File: src/rtl/reasm_pkg.sv
// Shared types for the flit reassembler.
// Assumes the router encodes the flit kind on two bits as listed below.
package reasm_pkg;

    typedef enum logic [1:0] {
        FLIT_HEAD = 2'b00,
        FLIT_BODY = 2'b01,
        FLIT_TAIL = 2'b10,
        FLIT_SOLO = 2'b11
    } flit_kind_t;

endpackage

File: src/rtl/reasm_assembler.sv
// Packet assembly control. Gathers flit payloads into an assembly register,
// one slot per flit. The earliest payload goes in slot 0. The module flags a
// finished packet in the cycle its tail or single-flit flit is accepted.
// Assumes flits of one packet arrive unbroken, with no flit buffer in front.
// A broken sequence restarts or truncates the packet and sets a sticky error.
module reasm_assembler
    import reasm_pkg::*;
#(
    parameter int PAYLOAD_W = 8,
    parameter int FLITS     = 4
) (
    input  logic                          clk,
    input  logic                          rst_n,
    input  logic                          flit_valid,
    input  flit_kind_t                    flit_kind,
    input  logic [PAYLOAD_W-1:0]          flit_payload,
    output logic                          done_valid,
    output logic [FLITS*PAYLOAD_W-1:0]    done_pkt,
    output logic                          proto_err
);

    localparam int PACKET_W = FLITS * PAYLOAD_W;
    localparam int SLOT_W   = $clog2(FLITS + 1);

    logic [SLOT_W-1:0]   slot_q;
    logic [PACKET_W-1:0] acc_q;
    logic                err_q;

    logic                is_head, is_body, is_tail, is_solo;
    logic                starts_pkt, ends_pkt, room;
    logic [PACKET_W-1:0] base;
    logic [SLOT_W-1:0]   wr_slot;
    logic                wr_ok;
    logic [PACKET_W-1:0] merged;
    logic                restart_err, overrun_err;

    // Decode the flit kind and find where the payload goes.
    always_comb begin
        is_head     = (flit_kind == FLIT_HEAD);
        is_body     = (flit_kind == FLIT_BODY);
        is_tail     = (flit_kind == FLIT_TAIL);
        is_solo     = (flit_kind == FLIT_SOLO);
        starts_pkt  = is_head | is_solo;
        ends_pkt    = is_tail | is_solo;
        room        = (slot_q < SLOT_W'(FLITS));
        base        = starts_pkt ? '0 : acc_q;
        wr_slot     = starts_pkt ? '0 : slot_q;
        wr_ok       = starts_pkt | room;
        restart_err = flit_valid & starts_pkt & (slot_q != '0);
        overrun_err = flit_valid & (is_body | is_tail) & ~room;
    end

    // Per-slot merge: the target slot takes the payload, the others keep the base.
    for (genvar s = 0; s < FLITS; s++) begin : g_slot
        assign merged[s*PAYLOAD_W +: PAYLOAD_W] =
            (wr_ok && (wr_slot == SLOT_W'(s))) ? flit_payload
                                                 : base[s*PAYLOAD_W +: PAYLOAD_W];
    end

    assign done_valid = flit_valid & ends_pkt;
    assign done_pkt   = merged;
    assign proto_err  = err_q;

    // Advance the slot pointer and keep the partial packet between flits.
    always_ff @(posedge clk) begin
        if (!rst_n) begin
            slot_q <= '0;
            acc_q  <= '0;
            err_q  <= 1'b0;
        end else begin
            if (flit_valid) begin
                if (ends_pkt) begin
                    slot_q <= '0;
                    acc_q  <= '0;
                end else begin
                    acc_q <= merged;
                    if (is_head)
                        slot_q <= SLOT_W'(1);
                    else if (room)
                        slot_q <= slot_q + SLOT_W'(1);
                end
            end
            if (restart_err || overrun_err)
                err_q <= 1'b1;
        end
    end

    // the pointer rewinds after a packet ends.
    a_r5_slot_rewind: assert property (@(posedge clk) disable iff (!rst_n)
        (flit_valid && ends_pkt) |=> (slot_q == '0));

    // a head flit always leaves exactly one slot filled.
    a_r8_head_restart: assert property (@(posedge clk) disable iff (!rst_n)
        (flit_valid && is_head) |=> (slot_q == SLOT_W'(1)));

    // the error flag never clears on its own.
    a_r8_err_sticky: assert property (@(posedge clk) disable iff (!rst_n)
        err_q |=> err_q);

    // the pointer never passes the slot count.
    a_r9_slot_bound: assert property (@(posedge clk) disable iff (!rst_n)
        slot_q <= SLOT_W'(FLITS));

    // an extra body flit leaves the pointer parked and flags the error.
    a_r9_overrun_hold: assert property (@(posedge clk) disable iff (!rst_n)
        (flit_valid && is_body && slot_q == SLOT_W'(FLITS))
            |=> (slot_q == SLOT_W'(FLITS) && err_q));

endmodule

File: src/rtl/reasm_pkt_fifo.sv
// Output packet queue with an on-off almost-full level two below its depth.
// A push while full is dropped unless a pop happens in the same cycle.
// A pop while empty is ignored. Assumes DEPTH of at least 4.
module reasm_pkt_fifo #(
    parameter int WIDTH = 32,
    parameter int DEPTH = 8
) (
    input  logic             clk,
    input  logic             rst_n,
    input  logic             push_req,
    input  logic [WIDTH-1:0] push_data,
    input  logic             pop_req,
    output logic             head_valid,
    output logic [WIDTH-1:0] head_data,
    output logic             almost_full
);

    localparam int IDX_W    = $clog2(DEPTH);
    localparam int CNT_W    = $clog2(DEPTH + 1);
    localparam int AF_LEVEL = DEPTH - 2;

    logic [WIDTH-1:0] mem_q [DEPTH];
    logic [IDX_W-1:0] wr_q, rd_q;
    logic [CNT_W-1:0] count_q;
    logic             empty, full, do_push, do_pop;

    // Work out which side of the queue moves this cycle.
    always_comb begin
        empty   = (count_q == '0);
        full    = (count_q == CNT_W'(DEPTH));
        do_pop  = pop_req & ~empty;
        do_push = push_req & (~full | do_pop);
    end

    // Store the incoming packet in the slot the write pointer names.
    always_ff @(posedge clk) begin
        if (do_push)
            mem_q[wr_q] <= push_data;
    end

    // Move the pointers and the occupancy count.
    always_ff @(posedge clk) begin
        if (!rst_n) begin
            wr_q    <= '0;
            rd_q    <= '0;
            count_q <= '0;
        end else begin
            if (do_push)
                wr_q <= (wr_q == IDX_W'(DEPTH - 1)) ? '0 : wr_q + IDX_W'(1);
            if (do_pop)
                rd_q <= (rd_q == IDX_W'(DEPTH - 1)) ? '0 : rd_q + IDX_W'(1);
            if (do_push && !do_pop)
                count_q <= count_q + CNT_W'(1);
            else if (do_pop && !do_push)
                count_q <= count_q - CNT_W'(1);
        end
    end

    assign head_valid  = ~empty;
    assign head_data   = empty ? '0 : mem_q[rd_q];
    assign almost_full = (count_q >= CNT_W'(AF_LEVEL));

    // occupancy never exceeds the depth.
    a_r7_count_bound: assert property (@(posedge clk) disable iff (!rst_n)
        count_q <= CNT_W'(DEPTH));

    // a consume on an empty queue leaves it empty.
    a_r6_pop_empty: assert property (@(posedge clk) disable iff (!rst_n)
        (empty && pop_req && !push_req) |=> (count_q == '0));

    // a lone consume removes exactly one packet.
    a_r6_pop_step: assert property (@(posedge clk) disable iff (!rst_n)
        (!empty && pop_req && !push_req) |=> (count_q == $past(count_q) - CNT_W'(1)));

    // a completion at full with no consume changes nothing.
    a_r10_full_drop: assert property (@(posedge clk) disable iff (!rst_n)
        (full && push_req && !pop_req) |=> (full && $stable(wr_q) && $stable(rd_q)));

    // completion and consume together at full keep the queue full.
    a_r10_swap_at_full: assert property (@(posedge clk) disable iff (!rst_n)
        (full && push_req && pop_req) |=> full);

endmodule

File: src/rtl/flit_reassembler.sv
// Receive side of one virtual network. Flits from the router feed the
// assembler directly. Finished packets go into the output queue, which the
// tile reads with a consume pulse. Assumes the router stops sending one
// cycle after it sees almost_full.
module flit_reassembler
    import reasm_pkg::*;
#(
    parameter  int PAYLOAD_W  = 8,
    parameter  int BODY_W     = 32,
    parameter  int VCID_W     = 2,
    parameter  int FIFO_DEPTH = 8,
    localparam int FLITS      = (BODY_W + PAYLOAD_W - 1) / PAYLOAD_W,
    localparam int PACKET_W   = FLITS * PAYLOAD_W
) (
    input  logic                 clk,
    input  logic                 rst_n,
    input  logic                 flit_valid,
    input  logic [1:0]           flit_kind,
    input  logic [VCID_W-1:0]    flit_vcid,
    input  logic [PAYLOAD_W-1:0] flit_payload,
    output logic                 pkt_valid,
    output logic [PACKET_W-1:0]  pkt_data,
    input  logic                 pkt_consumed,
    output logic                 almost_full,
    output logic                 proto_err
);

    logic                done_valid;
    logic [PACKET_W-1:0] done_pkt;

    reasm_assembler #(
        .PAYLOAD_W (PAYLOAD_W),
        .FLITS     (FLITS)
    ) u_asm (
        .clk          (clk),
        .rst_n        (rst_n),
        .flit_valid   (flit_valid),
        .flit_kind    (flit_kind_t'(flit_kind)),
        .flit_payload (flit_payload),
        .done_valid   (done_valid),
        .done_pkt     (done_pkt),
        .proto_err    (proto_err)
    );

    reasm_pkt_fifo #(
        .WIDTH (PACKET_W),
        .DEPTH (FIFO_DEPTH)
    ) u_fifo (
        .clk         (clk),
        .rst_n       (rst_n),
        .push_req    (done_valid),
        .push_data   (done_pkt),
        .pop_req     (pkt_consumed),
        .head_valid  (pkt_valid),
        .head_data   (pkt_data),
        .almost_full (almost_full)
    );

    // the tag carries no meaning here but must be driven with a flit.
    a_r2_vcid_known: assert property (@(posedge clk) disable iff (!rst_n)
        flit_valid |-> !$isunknown(flit_vcid));

    // a completion into an empty queue shows up as a valid packet next.
    a_r5_visible: assert property (@(posedge clk) disable iff (!rst_n)
        (done_valid && !pkt_valid) |=> pkt_valid);

endmodule

File: config.mk
export PLATFORM = sky130hd
export DESIGN_NAME = flit_reassembler
export DESIGN_NICKNAME = d
export VERILOG_FILES = /design/src/rtl/reasm_pkg.sv /design/src/rtl/reasm_assembler.sv /design/src/rtl/reasm_pkt_fifo.sv /design/src/rtl/flit_reassembler.sv
export SDC_FILE = /design/constraint.sdc
export NUM_CORES = 1
export LEC_CHECK = 0
export BUFFER_PORTS_ARGS = -buffer_cell sky130_fd_sc_hd__clkbuf_2
export CORE_MARGIN = 1
export CORE_UTILIZATION = 44
export CTS_BUF_LIST = sky130_fd_sc_hd__clkbuf_16
export CTS_CLUSTER_SIZE = 24
export DETAILED_ROUTE_END_ITERATION = 16
export SYNTH_ARGS = -nofsm -noshare
export SYNTH_HDL_FRONTEND = slang
export SYNTH_SLANG_ARGS = --single-unit
File: constraint.sdc
create_clock -name clk -period 11.1 [get_ports clk]
set_input_delay 1.11 -clock clk [delete_from_list [all_inputs] [get_ports clk]]
set_output_delay 1.11 -clock clk [all_outputs]
set_load 0.005 [all_outputs]
# Yosys cells after proc, flatten, opt, wreduce, memory -nomap -nowiden
# Memories as Yosys holds them, arrays and structs flattened. A register that Yosys moved wholly into a read port is not among the register bits.
# Index checks and enable logic that the tools add are counted.
[totals]
register_bits = 46
latch_bits = 0
mem_bits_rw = 256
mem_bits_ro = 0
inputBits = 16
out_inout_bits = 35
wordCells = 73
memories = 1
[mem_list]
columns = ["name", "words", "width", "rd", "rd_ports_with_merged_regs", "write_ports", "line_no", "source"]
rows = [
  ["u_fifo.mem_q", 8, 32, 1, 1, 1, "reasm_pkt_fifo.sv:22", "logic [WIDTH-1:0] mem_q [DEPTH];"],
]
[classes]
addsub = 5
n_mul = 0
div = 0
n_lt_le_gt_ge = 2
eq_ne = 9
n_shift = 0
muxes = 19
n_bitwise = 15
n_reduce_logical = 16
[op_table]
columns = ["op", "count"]
rows = [
  ["$mux W32", 3],
  ["$mux W8", 4],
  ["$mux W3", 8],
  ["$add A3 B1 Y3 const B", 3],
  ["$mux W4", 2],
  ["$and A1 B1 Y1", 7],
  ["$eq A3 B2 Y1 const B", 2],
  ["$eq A3 B3 Y1 const B", 2],
  ["$logic_and A1 B1 Y1", 6],
  ["$reduce_bool A3 Y1", 2],
  ["$or A1 B1 Y1", 5],
  ["$add A4 B1 Y4 const B", 1],
  ["$eq A2 B2 Y1 const B", 2],
  ["$eq A4 B4 Y1 const B", 1],
  ["$ge A4 B3 Y1 const B", 1],
  ["$logic_not A4 Y1", 1],
  ["$sub A4 B1 Y4 const B", 1],
  ["$eq A3 B1 Y1 const B", 1],
  ["$logic_not A3 Y1", 1],
  ["$lt A3 B3 Y1 const B", 1],
  ["$not A1 Y1", 3],
  ["$eq A2 B1 Y1 const B", 1],
  ["$logic_not A1 Y1", 2],
  ["$logic_not A2 Y1", 1],
  ["other kinds (4)", 5],
]

# Logic depth before layout (Yosys ltp)
# Gate-level depths: netlist of the first run.
[logic_depth]
depth_word = 9
mapped_depth = 11
ltp_nobuf = 11

# By module
# Synthesis of the first run repeated with hierarchy kept, for this count alone.
[hier_totals]
cells_unflattened = 697
hier_area_um2 = 12355.6
[modules_own_cells]
columns = ["mod", "n_inst", "cells_each", "area_per_inst_um2"]
rows = [
  ["reasm_pkt_fifo", 1, 483, 10437.5],
  ["reasm_assembler", 1, 214, 1918.1],
]

# Worst setup path before layout of the first run
# No wires, ideal clock.
[synth_path]
kind = "input-to-reg"
startpoint = "input port flit_kind[0]"
endpoint = "memory u_fifo.mem_q[1][0] (enable)"
arrival_ns = 4.371
required_ns = 10.632
path_slack_ns = 6.262
path_stages = 6
cell_sequence = "inv_1 -> ha_1 -> o21ai_0 -> a31oi_4 -> nand2b_1 -> nor3b_1"
[synth_via]
elab_chain_cells = 6
[synth_rtl]
columns = ["element", "line_no", "source"]
rows = [
  ["start: declaration", "flit_reassembler.sv:18", "input logic [1:0] flit_kind,"],
  ["$eq A2 B2 Y1, on equally long branches", "reasm_assembler.sv:41, reasm_assembler.sv:42", ""],
  ["$or A1 B1 Y1 *", "reasm_assembler.sv:44", "ends_pkt = is_tail | is_solo;"],
  ["$and A1 B1 Y1 *", "reasm_assembler.sv:60", "assign done_valid = flit_valid & ends_pkt;"],
  ["$and A1 B1 Y1 *", "reasm_pkt_fifo.sv:32", "do_push = push_req & (~full | do_pop);"],
  ["net u_fifo.do_push", "reasm_pkt_fifo.sv:25", "logic empty, full, do_push, do_pop;"],
  ["$mux W1 *", "reasm_pkt_fifo.sv:37", "if (do_push)"],
  ["$mux W1 (implied by the code) *", "reasm_pkt_fifo.sv:38", "mem_q[wr_q] <= push_data;"],
  ["end: declaration", "reasm_pkt_fifo.sv:22", ""],
]
# The timed path passes the listed nets; every way through them passes the cells marked *.

==> impl_metrics.csv, run 1 <==
group,metric,value,unit
outcome,outcome,"completed",
clocking,clkSinkCount,305,
sta,setup_viol,0,
setup_path,arrival,3.02,ns
setup_path,path_class,"reg -> out",
layout,final_cell_mix,"edfxtp_1, mux4_2, mux2i_1",
pwr,swShare,25.7,%
sta,post-route-period-util,37.2,%
sta,period_minus_slack,4.13,ns
pwr,seqPwrFrac,47.0,%
place,place_hpwl,14200,um
pwr,power.internal,2.06,mW
setup_path,start_kind,"register",
yosys,ys_warn_count,0,
pwr,power_density,199,nW/um^2
pwr,p_sw,715,uW
clocking,cts_resized,0,
global_route,grt_use_total,18.3,%
detailed_routing,routedWlPerCell,21.9,um
yosys,synth_area,12400,sq um
die,die_y,170,um
place,dp_slack,7.41,ns
place,place_area,13000,sq um
yosys,syn-instance-count,685,
layout,nNetsFinal,770,
clocking,cts-root-buf,"clkbuf_16",
global_route,grt_pass1_vias,6733,
layout,synthToLayoutAreaGrowth,12.8,%
clocking,postCtsHoldBufs,0,
layout,design_area,14000,sq um
yosys,synth_cell_type_count,48,
yosys,yosysSeqAreaShare,69.9,%
detailed_routing,via_count,6179,
die,die-area,28900,sq um
setup_path,crit_required,9.99,ns
setup_path,worstSetupEndpointType,"output pin",
job,drv_cap,0,
pwr,power_frac_clock,34.4,%
detailed_routing,dr.pass1.iters,5,
pwr,ir_worst_vdd,171,uV
detailed_routing,drc,0,
yosys,synth-seq-cells,305,
clocking,clockBufferDepth,3,
sta,worst_slew_pin_slew,0.999,ns
die,core_area,27800,sq um
global_route,grt.overflow.total,0,
pwr,comb_power_share,18.7,%
clocking,numCtsBuffers,31,
sta,fmax,242,MHz
layout,layout_commonest_cell,"edfxtp_1",
die,initial_utilization,44.6,%
place,gp_congestion,0.798,
sta,rsz0062_at_grt,"no",
detailed_routing,viasPerCell,5.41,
pwr,cellLeakagePower,4.58,nW
global_route,grt_max_degree,65,
min_path,hold_path.class,"reg -> reg",
detailed_routing,drt-initial-drc-count,333,
sta,fin_ws,6.97,ns
clocking,path_clk_slew,0.06,ns
setup_path,path_max_fanout,38,
layout,drive_above_1_share,27.0,%
sta,drv_slew,0,
sta,finalHoldViolCount,0,
global_route,antenna_found_initial,0,
yosys,synth_nets,714,
place,port-buffer-count,48,
clocking,tritoncts,"yes",
clocking,worstSkewPairLatency,0.55,ns
die,fp-row-count,61,
clocking,postCtsSetupBuffers,0,
die,die_w,170,um
yosys,syn_area_per_cell,18.1,sq um
sta,skew,0.0103,ns
layout,diodes,0,
detailed_routing,routed_wl,25000,um
detailed_routing,drtAntennaViolNets,0,
sta,relSlewSlack,32.9,%
sta,tns,0,ns
global_route,grt_pass1_wl,39000,um
die,ioPinCount,51,
clocking,cts_max_level,1,
-- cell families after synthesis --
family                   share of synthesized area [%]
AO/OA/AOI/OAI                                     4.05
XOR/XNOR                                         0.141
adder cells (fa/ha/maj)                           1.37
buffers and inverters                             2.13
flip-flops                                        69.9
multiplexers                                      16.8
AND/OR/NAND/NOR                                   5.61
-- path summary, 6_finish.rpt --
kind / endpoint / slack, ns / cells past startpoint / start
min: u_asm.acc_q[2] / 0.47 / 2 / u_asm.acc_q[2]
max reg2reg: u_fifo.count_q[3] / 7.76 / 11 / u_fifo.count_q[0]
max: pkt_data[15] / 6.97 / 5 / register
min reg2reg: u_asm.acc_q[2] / 0.47 / 2 / u_asm.acc_q[2]
-- power groups by stage --
| stage | clock [mW] | combinational (mW) | sequential, mW |
|---|---|---|---|
| 2_1_floorplan | 0 | 0.394 | 1.30 |
| 3_3_place_gp | 0 | 0.521 | 1.33 |
| 3_5_place_dp | 0 | 0.536 | 1.33 |
| 4_1_cts | 0.973 | 0.537 | 1.31 |
| 5_1_grt | 1.02 | 0.576 | 1.31 |
| 6_report | 0.955 | 0.519 | 1.31 |
-- sequential cells by signal (all words and copies together) (netlist names), named ones only --
name,cells
u_fifo.wr_q,3
u_asm.acc_q,32
u_fifo.rd_q,3
u_fifo.count_q,4
u_asm.proto_err,1
u_asm.slot_q,3
u_fifo.mem_q,256
-- per-layer routing --
| layer | global-route usage [%] | vias to the layer above | share of wire, % |
|---|---|---|---|
| met1 | 24.1 | 3196 | 43 |
| met5 | 1.22 | - | 0.20 |
| met3 | 2.79 | 37 | 4.6 |
| met2 | 31.4 | 141 | 50 |
| met4 | 5.17 | 2 | 2.0 |
| li1 | - | 2803 | - |
-- critical path: stages, from the launching register on --
cell,delay (ns)
dfxtp_4,0.70
buf_4,0.72
mux4_2,0.60
mux2i_1,0.20
nor2_1,0.06
clkbuf_2,0.12
-- final cells by class --
cell class | instances | area (sq um)
fillers | 2338 | 13800
flip-flops and latches | 305 | 8670
multi-input cells | 331 | 3510
clock buffers | 31 | 776
well taps | 378 | 473
repair buffers | 63 | 353
clock inverters | 25 | 160
inverters | 9 | 33.8
-- Yosys cell counts, drive strengths merged --
cell type    n  area, sq um
nor2        50          230
buf         21          158
inv          9         33.8
or3          1         6.26
a211oi       1         7.51
nand2b       4         25.0
xnor2        1         8.76
mux2         8         90.1
o31ai        1         21.3
nand2       38          145
nand4        1         21.3
nor3b        4         30.0
a21boi       8         60.1
o21a         1         7.51
nor4         1         21.3
nor3         8         73.8
and4         1         8.76
a21oi        6         30.0
a21o         1         7.51
nor2b       17          106
clkbuf      19         72.6
ha          12          150
fa           1         20.0
mux2i       55          551
mux4        64         1440
a22o        24          210
a31oi        2         27.5
edfxtp     256         7690
dfxtp       49          981
xor2         1         8.76
o21ai        7         61.3
a221oi       1         8.76
o22ai        8         50.1
nand3        3         27.5
o31a         1         10.0
-- stage by stage --
step / cells / total power, mW / hold WS, ns / util, %
after floorplan: 685 / 1.70 / 0.442 / -
after global placement: 1086 / 1.85 / 0.455 / 47.0
after detailed placement: 1086 / 1.87 / 0.459 / 47.0
after CTS: 1142 / 2.82 / 0.470 / 50.3
after global routing: 1142 / 2.91 / 0.486 / 50.3
final: 1142 / 2.78 / 0.471 / 50.3
(Power assumes the default switching activity.)
==> run 2: changes to the inputs <==
==> constraint.sdc (replaced) <==
create_clock -name clk -period 4.1 [get_ports clk]
set_input_delay 0.41 -clock clk [delete_from_list [all_inputs] [get_ports clk]]
set_output_delay 0.41 -clock clk [all_outputs]
set_load 0.005 [all_outputs]
==> impl_metrics.csv, run 2 (synthesis results as in run 1) <==
group,metric,value,unit
global_route,grt_use_total,18.1,%
setup_path,crit_buf_inv,2,
layout,nNetsFinal,773,
layout,synthToLayoutAreaGrowth,13.8,%
global_route,grt.overflow.total,0,
detailed_routing,routedWlPerCell,21.6,um
sta,setup_viol,0,
setup_path,crit_chain,"buf_12 -> mux4_2 -> mux2i_1 -> nor2_1 -> clkbuf_2",
die,core_area,27800,sq um
place,port-buffer-count,48,
clocking,clkSinkCount,305,
layout,diodes,0,
sta,relSlewSlack,22.4,%
detailed_routing,dr.pass1.iters,6,
die,die-area,28900,sq um
sta,post-route-period-util,76.0,%
clocking,postCtsSetupBuffers,0,
layout,top_register,"u_fifo.mem_q",
sta,fin_ws,0.985,ns
layout,utilization,50.8,%
sta,worst_slew_pin_slew,1.16,ns
sta,rsz0062_at_grt,"no",
global_route,grt_pass1_wl,38900,um
sta,finalHoldViolCount,0,
detailed_routing,drtAntennaViolNets,0,
setup_path,worstSetupEndpointType,"output pin",
setup_path,critical_path.top_delay_family,"flip-flops",
layout,fillCellCount,2325,
die,ioPinCount,51,
die,initial_utilization,44.6,%
global_route,antenna_found_initial,0,
sta,fmax,321,MHz
min_path,hold_path.class,"in -> reg",
die,die_y,170,um
clocking,path_clk_slew,0.06,ns
layout,regArea,8670,sq um
setup_path,start_kind,"register",
sta,skew,0.0101,ns
clocking,postCtsHoldBufs,0,
sta,period_minus_slack,3.11,ns
layout,multiInputGateArea,3510,sq um
sta,drv_slew,0,
detailed_routing,routed_wl,24800,um
place,dp_slack,1.32,ns
job,drv_cap,0,
layout,drive_above_1_share,27.6,%
pwr,ir_worst_vdd,454,uV
setup_path,crit_required,3.69,ns
place,gp_congestion,0.783,
clocking,tritoncts,"yes",
setup_path,slowest_stage,"dfxtp_4",
place,place_hpwl,14800,um
pwr,power_density,544,nW/um^2
layout,largest_reg_flops,256,
detailed_routing,via_count,6204,
global_route,grt_max_degree,65,
setup_path,slowest_delay,0.81,ns
clocking,numCtsBuffers,31,
clocking,clockBufferDepth,3,
detailed_routing,drt-initial-drc-count,343,
global_route,grt_pass1_vias,6589,
die,fp-row-count,61,
die,die_w,170,um
outcome,outcome,"completed",
clocking,cts_max_level,1,
layout,reg_top3,"u_fifo.mem_q x256, u_asm.acc_q x32, u_fifo.count_q x4",
setup_path,arrival,2.70,ns
layout,layout_commonest_cell,"edfxtp_1",
detailed_routing,viasPerCell,5.41,
clocking,worstSkewPairLatency,0.54,ns
layout,final_cell_mix,"edfxtp_1, mux4_2, mux2i_1",
clocking,cts-root-buf,"clkbuf_16",
setup_path,path_class,"reg -> out",
detailed_routing,drc,0,
setup_path,path_max_fanout,33,
clocking,cts_resized,0,
pwr,cellLeakagePower,4.63,nW
run 2: cell types whose count changed in the layout (fill, tap and decap cells not counted):
cell	delta
buf_12	+3
inv_6	+1
bufinv_16	+2
clkinv_1	-2
clkinv_2	-1
clkinv_4	+1
run 2: layout make-up:
| type | instances | area share, % |
|---|---|---|
| Inverter | 9 | 0.239 |
| Sequential cell | 305 | 61.5 |
| Tap cell | 378 | 3.35 |
| Clock buffer | 31 | 5.50 |
| Multi-Input combinational cell | 331 | 24.9 |
| Clock inverter | 26 | 1.60 |
| Timing Repair Buffer | 66 | 2.93 |
run 2: stage by stage:
stage                     instance area, sq um  power (mW)  hold slack [ns]  instances  setup TNS (ns)
after global routing                     14100        8.04            0.241       1146               0
after global placement                   13100        5.01            0.453       1089               0
after detailed placement                 13100        5.05            0.456       1089               0
after floorplan                          12400        4.60            0.442        685           -3.68
final                                    14100        7.67            0.259       1146               0
after CTS                                14100        7.79            0.229       1146               0
run 2: path summary, 6_finish.rpt:
path	end	slack (ns)	startpoint	cells past startpoint
min reg2reg	u_asm.acc_q[31]	0.47	u_asm.acc_q[31]	1
min	u_asm.acc_q[6]	0.26	flit_payload[6]	3
max	pkt_data[18]	0.99	register	5
max reg2reg	u_fifo.mem_q[0][17]	1.70	u_asm.slot_q[1]	4
run 2: power by group:
group	switching, mW	internal [mW]	leakage, nW	total, mW
registers	0.125	3.42	2.77	3.55
clock network	1.11	1.62	0.518	2.73
logic	0.698	0.691	1.35	1.39
run 2: worst register-to-register path: stages (launching register included):
cell and delay [ns]:
dfxtp_1 0.61, inv_2 0.21, nor3_4 0.38, nand2_1 0.09
a21boi_0 0.76
run 2: per-layer routing:
layer / up-vias / wire length [um] / global-route usage [%] / part of all wire, %
met5: - / 0 / 0 / 0
li1: 2819 / - / - / -
met1: 3198 / 10800 / 24.4 / 44
met3: 37 / 1190 / 2.84 / 4.8
met4: 0 / 572 / 5.56 / 2.3
met2: 150 / 12200 / 30.3 / 49
==> run 3: changes to the inputs <==
--- a/config.mk
+++ b/config.mk
@@ -5,6 +5,7 @@
 export SDC_FILE = /design/constraint.sdc
 export NUM_CORES = 1
 export LEC_CHECK = 0
+export ABC_AREA = 1
 export BUFFER_PORTS_ARGS = -buffer_cell sky130_fd_sc_hd__clkbuf_2
 export CORE_MARGIN = 1
 export CORE_UTILIZATION = 44
==> constraint.sdc (replaced) <==
create_clock -name clk -period 2.8 [get_ports clk]
set_input_delay 0.28 -clock clk [delete_from_list [all_inputs] [get_ports clk]]
set_output_delay 0.28 -clock clk [all_outputs]
set_load 0.005 [all_outputs]
==> impl_metrics.csv, run 3 <==
group,metric,value,unit
yosys,synthMuxAreaShare,0,%
layout,largest_reg_flops,256,
setup_path,start_kind,"register",
detailed_routing,routed_wl,28700,um
setup_path,path_class,"reg -> out",
clocking,clkSinkCount,305,
pwr,cellLeakagePower,5.35,nW
pwr,p_sw,3.53,mW
global_route,grt_use_total,19.5,%
yosys,synth_nets,1258,
clocking,cts-root-buf,"clkbuf_16",
layout,fillCellCount,2537,
pwr,swShare,29.7,%
die,core_area,28700,sq um
detailed_routing,viasPerCell,5.23,
sta,worst_slew_pin_slew,0.598,ns
global_route,grt_pass1_wl,45900,um
clocking,worstSkewPairLatency,0.55,ns
global_route,grt_pass1_vias,8520,
setup_path,regToRegSetupSlack,0.62,ns
setup_path,path_max_fanout,116,
yosys,synthSimpleGateAreaFrac,19.2,%
layout,reg_top3,"u_fifo.mem_q x256, u_asm.acc_q x32, u_fifo.count_q x4",
yosys,synth-adder-area-share,1.33,%
yosys,netlist.area_leader.share,60.0,%
yosys,synth_common_cells,"nor2_1, edfxtp_1, nand2_1",
die,die-area,29800,sq um
layout,drive_above_1_share,11.1,%
place,dp_slack,0.418,ns
detailed_routing,via_count,8751,
yosys,syn_area_per_cell,10.4,sq um
pwr,ir_worst_vdd,729,uV
yosys,yosysSeqAreaShare,67.7,%
die,initial_utilization,44.6,%
global_route,grt_max_degree,117,
die,die_w,173,um
sta,fin_hold_ws,0.0359,ns
yosys,yosysMostFrequentCell,"nor2_1",
layout,layout_commonest_cell,"nor2_1",
pwr,power_frac_clock,34.3,%
global_route,grt.overflow.total,0,
sta,period_minus_slack,2.66,ns
sta,setup_viol,0,
min_path,hold_path.class,"in -> reg",
place,place_hpwl,15400,um
clocking,cts_max_level,1,
job,drv_cap,0,
clocking,cts_resized,0,
place,place_area,13600,sq um
sta,skew,0.0153,ns
setup_path,slowest_stage,"dfxtp_4",
yosys,synth_top_area_cell,"edfxtp_1",
yosys,synthArstFlopShare,0,%
layout,design_area,14600,sq um
sta,drv_slew,0,
pwr,seqPwrFrac,43.3,%
yosys,ys_warn_count,0,
sta,rsz0062_at_grt,"no",
setup_path,worstSetupEndpointType,"output pin",
layout,final_cell_mix,"nor2_1, edfxtp_1, nand2_1",
clocking,path_clk_slew,0.06,ns
setup_path,slowest_delay,0.46,ns
clocking,numCtsBuffers,31,
pwr,power.internal,8.38,mW
layout,diodes,0,
place,port-buffer-count,48,
yosys,synth_area,12800,sq um
pwr,power_density,817,nW/um^2
yosys,synth_compound_area_share,8.25,%
die,fp-row-count,62,
yosys,synth.area.top_cells,"edfxtp_1, nor2_1, dfxtp_1",
setup_path,path_common_cell,"nor2_1",
yosys,ys.flop_type,"edfxtp_1",
outcome,outcome,"completed",
setup_path,arrival,2.38,ns
sta,relSlewSlack,60.1,%
sta,fmax,376,MHz
detailed_routing,drtAntennaViolNets,0,
clocking,postCtsHoldBufs,0,
setup_path,crit_required,2.52,ns
sta,finalHoldViolCount,0,
detailed_routing,dr.pass1.iters,4,
detailed_routing,drt-initial-drc-count,658,
setup_path,crit_chain,"buf_12 -> nor2_1 -> nor2_1 -> o21ai_0 -> o21ai_0 -> nor2_1 -> nor2_1 -> clkbuf_2",
yosys,synth_xor_area_share,0.137,%
yosys,syn-instance-count,1229,
die,die_y,173,um
yosys,synth_cell_type_count,30,
clocking,clockBufferDepth,3,
layout,nNetsFinal,1294,
clocking,postCtsSetupBuffers,0,
layout,multiInputGateArea,3750,sq um
yosys,synth_top_family_by_area,"simple AND/OR/NAND/NOR gates",
sta,post-route-period-util,95.1,%
yosys,synth_edf_count,256,
detailed_routing,routedWlPerCell,17.1,um
place,gp_congestion,0.825,
pwr,comb_power_share,22.5,%
die,ioPinCount,51,
layout,top_register,"u_fifo.mem_q",
global_route,antenna_found_initial,0,
detailed_routing,drc,0,
layout,synthToLayoutAreaGrowth,13.9,%
yosys,synth-seq-cells,305,
clocking,tritoncts,"yes",
layout,regArea,8670,sq um
sta,fin_ws,0.137,ns
==> run 3: cell count changes in the layout (fill, tap and decap cells not counted), moves of 19 or more <==
cell     previous run  this run
mux4_2             64         0
a21oi_1             6        43
o21ai_0             4       154
a22o_1             24         0
mux2i_1            55         0
nand2_1            37       178
nand3_1             2        73
inv_1              13        32
nor2_1             44       304
==> run 3: worst paths after layout <==
path	from	end	cells after the start
max	register	pkt_data[12]	8
min	rst_n	u_fifo.wr_q[2]	3
max reg2reg	u_fifo.count_q[0]	u_fifo.count_q[3]	13
min reg2reg	u_asm.acc_q[6]	u_asm.acc_q[6]	2
==> run 3: power by group through the flow <==
stage               clock (mW)  combinational, mW  sequential, mW
floorplan                    0               1.78            5.19
global placement             0               2.68            5.24
CTS                       4.17               2.73            5.15
finish                    4.09               2.68            5.15
detailed placement           0               2.72            5.25
global route              4.34               3.06            5.16
==> run 3: kinds of logic after synthesis <==
group / Yosys count
compound gates: 210
buf+inv: 99
simple gates: 600
fa+ha+maj: 13
xor+xnor: 2
flops: 305
==> run 3: area by class of cell <==
| class | count | area share (%) |
|---|---|---|
| timing repair buffer | 72 | 3.74 |
| clock inverter | 25 | 1.54 |
| inverter | 30 | 0.780 |
| sequential | 305 | 59.5 |
| multi-input combinational | 825 | 25.7 |
| tap | 384 | 3.29 |
| clock buffer | 32 | 5.49 |
==> run 3: worst max-delay path, delay by kind of cell, from the launching register on <==
kind,cells,cell delay (ns)
AO/OA/AOI/OAI,2,0.19
buffers and inverters,2,0.55
AND/OR/NAND/NOR,4,0.48
flip-flops,1,0.46
==> run 3: per-layer routing <==
layer / vias up / part of all wire, % / track usage (%)
met5: - / 0 / 0
met4: 0 / 2.0 / 5.39
met3: 58 / 4.4 / 2.44
met2: 191 / 47 / 32.0
met1: 4206 / 47 / 27.3
li1: 4296 / - / -
==> run 3: metrics by stage <==
stage	util, %	cells	power [mW]	TNS, ns
finish	50.8	1673	11.9	0
global route	50.8	1673	12.6	0
CTS	50.8	1673	12.1	0
detailed placement	47.3	1616	7.97	0
global placement	47.3	1616	7.93	0
floorplan	-	1229	6.97	-183.06
